[src/rtl/vbp_pkg.sv]
package vbp_pkg;

   localparam int unsigned VBP_REG_W  = 8;
   localparam int unsigned VBP_ADDR_W = 8;
   localparam int unsigned VBP_CNT_W  = 9;
   localparam int unsigned VBP_WRAP   = 262;
   localparam int unsigned VBP_SCALE  = 2;

   typedef enum logic [1:0] {
      SEL_NONE = 2'd0,
      SEL_RISE = 2'd1,
      SEL_FALL = 2'd2
   } vbp_sel_e;

   localparam int unsigned EDGE_RISE = 0;
   localparam int unsigned EDGE_FALL = 1;
   localparam int unsigned EDGE_N    = 2;

endpackage

[src/rtl/vbp_regs.sv]
module vbp_regs
   import vbp_pkg::*;
#(
   parameter int unsigned REG_W     = VBP_REG_W,
   parameter int unsigned ADDR_W    = VBP_ADDR_W,
   parameter logic [ADDR_W-1:0] RISE_ADDR = 'h2E,
   parameter logic [ADDR_W-1:0] FALL_ADDR = 'h2F
) (
   input  logic              clk,
   input  logic              rst_n,
   input  logic              wr_en,
   input  logic [ADDR_W-1:0] wr_addr,
   input  logic [REG_W-1:0]  wr_data,
   output logic [REG_W-1:0]  rise_pos,
   output logic [REG_W-1:0]  fall_pos
);

   if (RISE_ADDR == FALL_ADDR) begin : g_bad_map
      $error("vbp_regs: rise and fall addresses must differ");
   end

   vbp_sel_e sel;

   always_comb begin
      sel = SEL_NONE;
      if (wr_en) begin
         if (wr_addr == RISE_ADDR)      sel = SEL_RISE;
         else if (wr_addr == FALL_ADDR) sel = SEL_FALL;
      end
   end

   always_ff @(posedge clk or negedge rst_n) begin
      if (!rst_n) begin
         rise_pos <= '0;
         fall_pos <= '0;
      end else begin
         case (sel)
            SEL_RISE: rise_pos <= wr_data;
            SEL_FALL: fall_pos <= wr_data;
            default: ;
         endcase
      end
   end

endmodule

[src/rtl/vbp_line_ctr.sv]
module vbp_line_ctr
   import vbp_pkg::*;
#(
   parameter int unsigned CNT_W = VBP_CNT_W,
   parameter int unsigned WRAP  = VBP_WRAP
) (
   input  logic             clk,
   input  logic             rst_n,
   input  logic             step,
   output logic [CNT_W-1:0] cnt,
   output logic [CNT_W-1:0] cnt_inc
);

   localparam logic [CNT_W-1:0] WRAP_V = CNT_W'(WRAP);

   if (WRAP < 2 || WRAP >= (2 ** CNT_W)) begin : g_bad_wrap
      $error("vbp_line_ctr: WRAP must fit below 2**CNT_W");
   end

   logic [CNT_W-1:0] cnt_nxt;

   always_comb begin
      cnt_inc = cnt + CNT_W'(1);
      cnt_nxt = (cnt_inc == WRAP_V) ? '0 : cnt_inc;
   end

   always_ff @(posedge clk or negedge rst_n) begin
      if (!rst_n)    cnt <= '0;
      else if (step) cnt <= cnt_nxt;
   end

endmodule

[src/rtl/vbp_edge_cmp.sv]
module vbp_edge_cmp
   import vbp_pkg::*;
#(
   parameter int unsigned REG_W = VBP_REG_W,
   parameter int unsigned CNT_W = VBP_CNT_W,
   parameter int unsigned SCALE = VBP_SCALE,
   parameter int unsigned WRAP  = VBP_WRAP
) (
   input  logic             step,
   input  logic [CNT_W-1:0] cnt_inc,
   input  logic [REG_W-1:0] pos,
   output logic             hit
);

   localparam int unsigned SH    = (SCALE > 1) ? $clog2(SCALE) : 0;
   localparam int unsigned CMP_W = REG_W + SH + 1;
   localparam int unsigned MW    = (CMP_W > CNT_W) ? CMP_W : CNT_W;
   localparam bit          POW2  = ((SCALE & (SCALE - 1)) == 0);

   if (SCALE == 0) begin : g_bad_scale
      $error("vbp_edge_cmp: SCALE must be at least 1");
   end

   logic [MW-1:0] target;

   if (POW2) begin : g_shift
      assign target = MW'(pos) << SH;
   end else begin : g_mult
      assign target = MW'(pos) * MW'(SCALE);
   end

   logic in_frame;

   always_comb begin
      in_frame = (target < MW'(WRAP));
      hit      = step && in_frame && (MW'(cnt_inc) == target);
   end

endmodule

[src/rtl/vbp_gen.sv]
module vbp_gen
   import vbp_pkg::*;
#(
   parameter int unsigned REG_W  = VBP_REG_W,
   parameter int unsigned ADDR_W = VBP_ADDR_W,
   parameter int unsigned CNT_W  = VBP_CNT_W,
   parameter int unsigned WRAP   = VBP_WRAP,
   parameter int unsigned SCALE  = VBP_SCALE,
   parameter logic [ADDR_W-1:0] RISE_ADDR = 'h2E,
   parameter logic [ADDR_W-1:0] FALL_ADDR = 'h2F
) (
   input  logic              clk,
   input  logic              rst_n,
   input  logic              tick_i,
   input  logic              wr_en_i,
   input  logic [ADDR_W-1:0] wr_addr_i,
   input  logic [REG_W-1:0]  wr_data_i,
   output logic              vs_o
);

   logic [REG_W-1:0] rise_pos;
   logic [REG_W-1:0] fall_pos;
   logic [CNT_W-1:0] line_cnt;
   logic [CNT_W-1:0] line_inc;
   logic             step;
   logic [EDGE_N-1:0] edge_hit;
   logic [REG_W-1:0] edge_pos [EDGE_N];

   vbp_regs #(
      .REG_W(REG_W), .ADDR_W(ADDR_W),
      .RISE_ADDR(RISE_ADDR), .FALL_ADDR(FALL_ADDR)
   ) u_regs (
      .clk(clk), .rst_n(rst_n),
      .wr_en(wr_en_i), .wr_addr(wr_addr_i), .wr_data(wr_data_i),
      .rise_pos(rise_pos), .fall_pos(fall_pos)
   );

   assign step = tick_i && (rise_pos != fall_pos);

   vbp_line_ctr #(
      .CNT_W(CNT_W), .WRAP(WRAP)
   ) u_ctr (
      .clk(clk), .rst_n(rst_n), .step(step),
      .cnt(line_cnt), .cnt_inc(line_inc)
   );

   assign edge_pos[EDGE_RISE] = rise_pos;
   assign edge_pos[EDGE_FALL] = fall_pos;

   for (genvar e = 0; e < EDGE_N; e++) begin : g_edge
      vbp_edge_cmp #(
         .REG_W(REG_W), .CNT_W(CNT_W), .SCALE(SCALE), .WRAP(WRAP)
      ) u_cmp (
         .step(step), .cnt_inc(line_inc),
         .pos(edge_pos[e]), .hit(edge_hit[e])
      );
   end

   always_ff @(posedge clk or negedge rst_n) begin
      if (!rst_n)                   vs_o <= 1'b0;
      else if (edge_hit[EDGE_FALL]) vs_o <= 1'b0;
      else if (edge_hit[EDGE_RISE]) vs_o <= 1'b1;
   end

endmodule

[config.mk]
export PLATFORM = sky130hd
export DESIGN_NAME = vbp_gen
export DESIGN_NICKNAME = d
export VERILOG_FILES = /design/src/rtl/vbp_pkg.sv /design/src/rtl/vbp_regs.sv /design/src/rtl/vbp_line_ctr.sv /design/src/rtl/vbp_edge_cmp.sv /design/src/rtl/vbp_gen.sv
export SDC_FILE = /design/constraint.sdc
export NUM_CORES = 1
export LEC_CHECK = 0
export ABC_CLOCK_PERIOD_IN_PS = 4900
export CAP_MARGIN = 20
export CORE_ASPECT_RATIO = 0.9
export CORE_UTILIZATION = 30
export CTS_BUF_LIST = sky130_fd_sc_hd__clkbuf_2 sky130_fd_sc_hd__clkbuf_4 sky130_fd_sc_hd__clkbuf_8
export DETAILED_ROUTE_END_ITERATION = 8
export PLACE_DENSITY = 0.58
export SLEW_MARGIN = 25
export SYNTH_ARGS = -nofsm -noshare
export SYNTH_HDL_FRONTEND = slang
export SYNTH_SLANG_ARGS = --single-unit
export TNS_END_PERCENT = 5
[constraint.sdc]
create_clock -name clk -period 4.9 [get_ports clk]
set_clock_uncertainty 0.2 [all_clocks]
set_input_delay 0.49 -clock clk [delete_from_list [all_inputs] [get_ports clk]]
set_output_delay 0.49 -clock clk [all_outputs]
set_load 0.01 [all_outputs]
==> results.ini <==
[synth]
synth.area.top_cells = dfrtp_1 (36%), mux2_2 (8.8%), xnor2_1 (7.4%), xor2_1 (5.4%), nand2_1 (2.5%)
yosysMostFrequentCell = dfrtp_1
ys_seq_area_share_pct = 36.5
synth_seq_cells = 26
synth_largest_area_cell = dfrtp_1
synth_top_area_share_pct = 36.5
syn_avg_cell_area_sq_um = 9.91
ys_async_sr_fraction_pct = 100
synthFlopType = dfrtp_1
synth_common_cells = dfrtp_1 (26), xnor2_1 (15), mux2_2 (14), nand2_1 (12), xor2_1 (11)
synth_edf_count = 0
syn_inst = 180
netlist_area_sq_um = 1780
yosys_warnings = 0
syn_nets = 202
synth.distinct_cells = 52

[clock_tree]
ctsRootBufferMaster = clkbuf_8
clk_latency_ns = 0.28
numCtsBuffers = 3
cts_resized = 0
clockBufferDepth = 2
cts.htree.levels = 1
clock_sinks = 26
cts_hold_buf = 0
cts.clk_slew.worst_paths_ns = 0.10
postCtsSetupBuffers = 0
cts_tree = done

[placed_design]
place_congestion = 0.877
dp_hpwl_mm = 3.00
io_buffers = 20

[die]
initial_utilization_pct = 31.3
dieArea_sq_um = 6260
ios = 21
die_w_um = 83.3
core-area_sq_um = 5690
fp-row-count = 26
die_height_um = 75.2

[sta]
maxSlewViolCount = 0
fin_crit_sh_pct = 51.2
finalHoldViolations = 0
slew_headroom_pct = 33.0
setup_viol = 0
tightest_slew_ns = 1.00
rsz0062_at_grt = false
fin_crit_ns = 2.51
fin_setup_tns_ns = 0
whs_ns = 0.363
fmax_mhz = 398

[routing]
vias_per_cell = 5.34
drc_errors = 0
drt_iter0_drc = 60
wl_per_cell_um = 15.3
drt-pass1-iter-count = 4
ant_nets = 0
routed_wirelength_mm = 4.05
num_vias = 1415

[grt]
grt_antenna_before_repair = 0
grt_usage_pct = 14.3
grt-ovfl-total = 0
grt_pass1_wl_mm = 7.01
first_global_vias = 1401
grt_max_degree = 27

[outcome]
status = complete, no violations

[hold_path]
hold_path_class = primary input to async pin

[worst_setup_path]
worst-path-max-fanout = 8
r2r-start = u_ctr.cnt[0]
endpoint_kind = flip-flop
r2r_end = vs_o
crit_required_ns = 4.87
regToRegSetupSlack_ns = 2.39
critPathLaunchType = flip-flop
critical_path_class = flip-flop to flip-flop
critical_path_arrival_ns = 2.48
r2r_cells = 7

[power_and_ir_drop]
ir_worst_vdd_mv = 0.165
leakage_nw = 0.869
power-per-cell-area_nw_per_um2 = 349

[cells_and_area]
synthToLayoutAreaGrowth_pct = 17.4
n_antenna_cell = 0
nets = 218
drive_above_1_share_pct = 13.8

[run]
maxCapViolations = 0

-- layout make-up --
| type | instances | area, sq um |
|---|---|---|
| inverters | 9 | 33.8 |
| well taps | 70 | 87.6 |
| fillers | 579 | 3600 |
| multi-input cells | 135 | 1040 |
| repair buffers | 21 | 208 |
| clock inverters | 1 | 30.0 |
| flip-flops and latches | 26 | 651 |
| clock buffers | 3 | 41.3 |
-- per-layer routing --
layer | global-route usage (%) | share of wire, % | wire length [um] | vias up
met2 | 24.2 | 45 | 1830 | 47
li1 | - | - | - | 691
met1 | 18.6 | 48 | 1940 | 670
met4 | 4.41 | 1.5 | 60 | 0
met3 | 3.29 | 5.5 | 224 | 7
met5 | 0 | 0 | 0 | -
-- sequential cells by signal, summed over array words and instances (netlist names) --
signal	count
u_ctr.cnt	9
u_regs.fall_pos	8
u_regs.rise_pos	8
vs_o	1
-- where the power goes --
part | switching, W | total (W) | internal [W]
Combinational | 0.000108 | 0.000227 | 0.000119
Sequential | 0.0000767 | 0.000318 | 0.000241
Clock | 0.0000774 | 0.000187 | 0.000110
-- cells in the final DEF, fill, tap and decap left out, types with 3 or more instances in the layout --
| cell type | instances |
|---|---|
| nand3b_1 | 3 |
| xnor2_1 | 15 |
| mux2_2 | 14 |
| nand4_1 | 3 |
| nor4_1 | 5 |
| xor2_1 | 11 |
| clkbuf_8 | 3 |
| nor2_1 | 5 |
| a31oi_1 | 3 |
| a21oi_1 | 5 |
| o21ai_0 | 8 |
| clkdlybuf4s50_1 | 20 |
| nand2_1 | 12 |
| dfrtp_1 | 26 |
| a21boi_1 | 3 |
| nand3_1 | 8 |
| mux2i_1 | 4 |
| inv_1 | 9 |
-- kinds of logic after synthesis --
logic type	after synthesis	synth area share, %
simple gates	50	16.6
compound gates	37	15.1
xor+xnor	27	13.7
flops	26	36.5
buf+inv	19	5.05
mux	18	11.1
fa+ha+maj	3	1.96
-- critical path, cell delays in order (launching register included) --
cell and delay [ns]:
dfrtp_1 0.56, ha_1 0.36, nand3_4 0.15, nor3_4 0.25, xor2_1 0.30, nand3_1 0.15
a2111oi_2 0.37, nor2_1 0.06
-- per-stage QoR --
step / util [%] / instance area [sq um] / std cells / setup slack, ns / total power (W)
after floorplan: - / 1780 / 180 / 2.77 / 0.000497
after CTS: 36.8 / 2090 / 265 / 2.40 / 0.000739
after detailed placement: 35.5 / 2020 / 261 / 2.21 / 0.000549
after global routing: 36.8 / 2090 / 265 / 2.23 / 0.000780
final: 36.8 / 2090 / 265 / 2.39 / 0.000731
after global placement: 35.5 / 2020 / 261 / 2.26 / 0.000549
-- how the worst max path moves through the flow --
stage,start,to,slack [ns],cells after the start
after floorplan,u_ctr.cnt[0],vs_o,2.77,7
after global placement,tick_i,vs_o,2.26,5
after detailed placement,tick_i,vs_o,2.21,5
after CTS,u_ctr.cnt[0],vs_o,2.40,7
after global routing,u_regs.fall_pos[2],vs_o,2.23,6
final,u_ctr.cnt[0],vs_o,2.39,7
(Power assumes the default switching activity.)
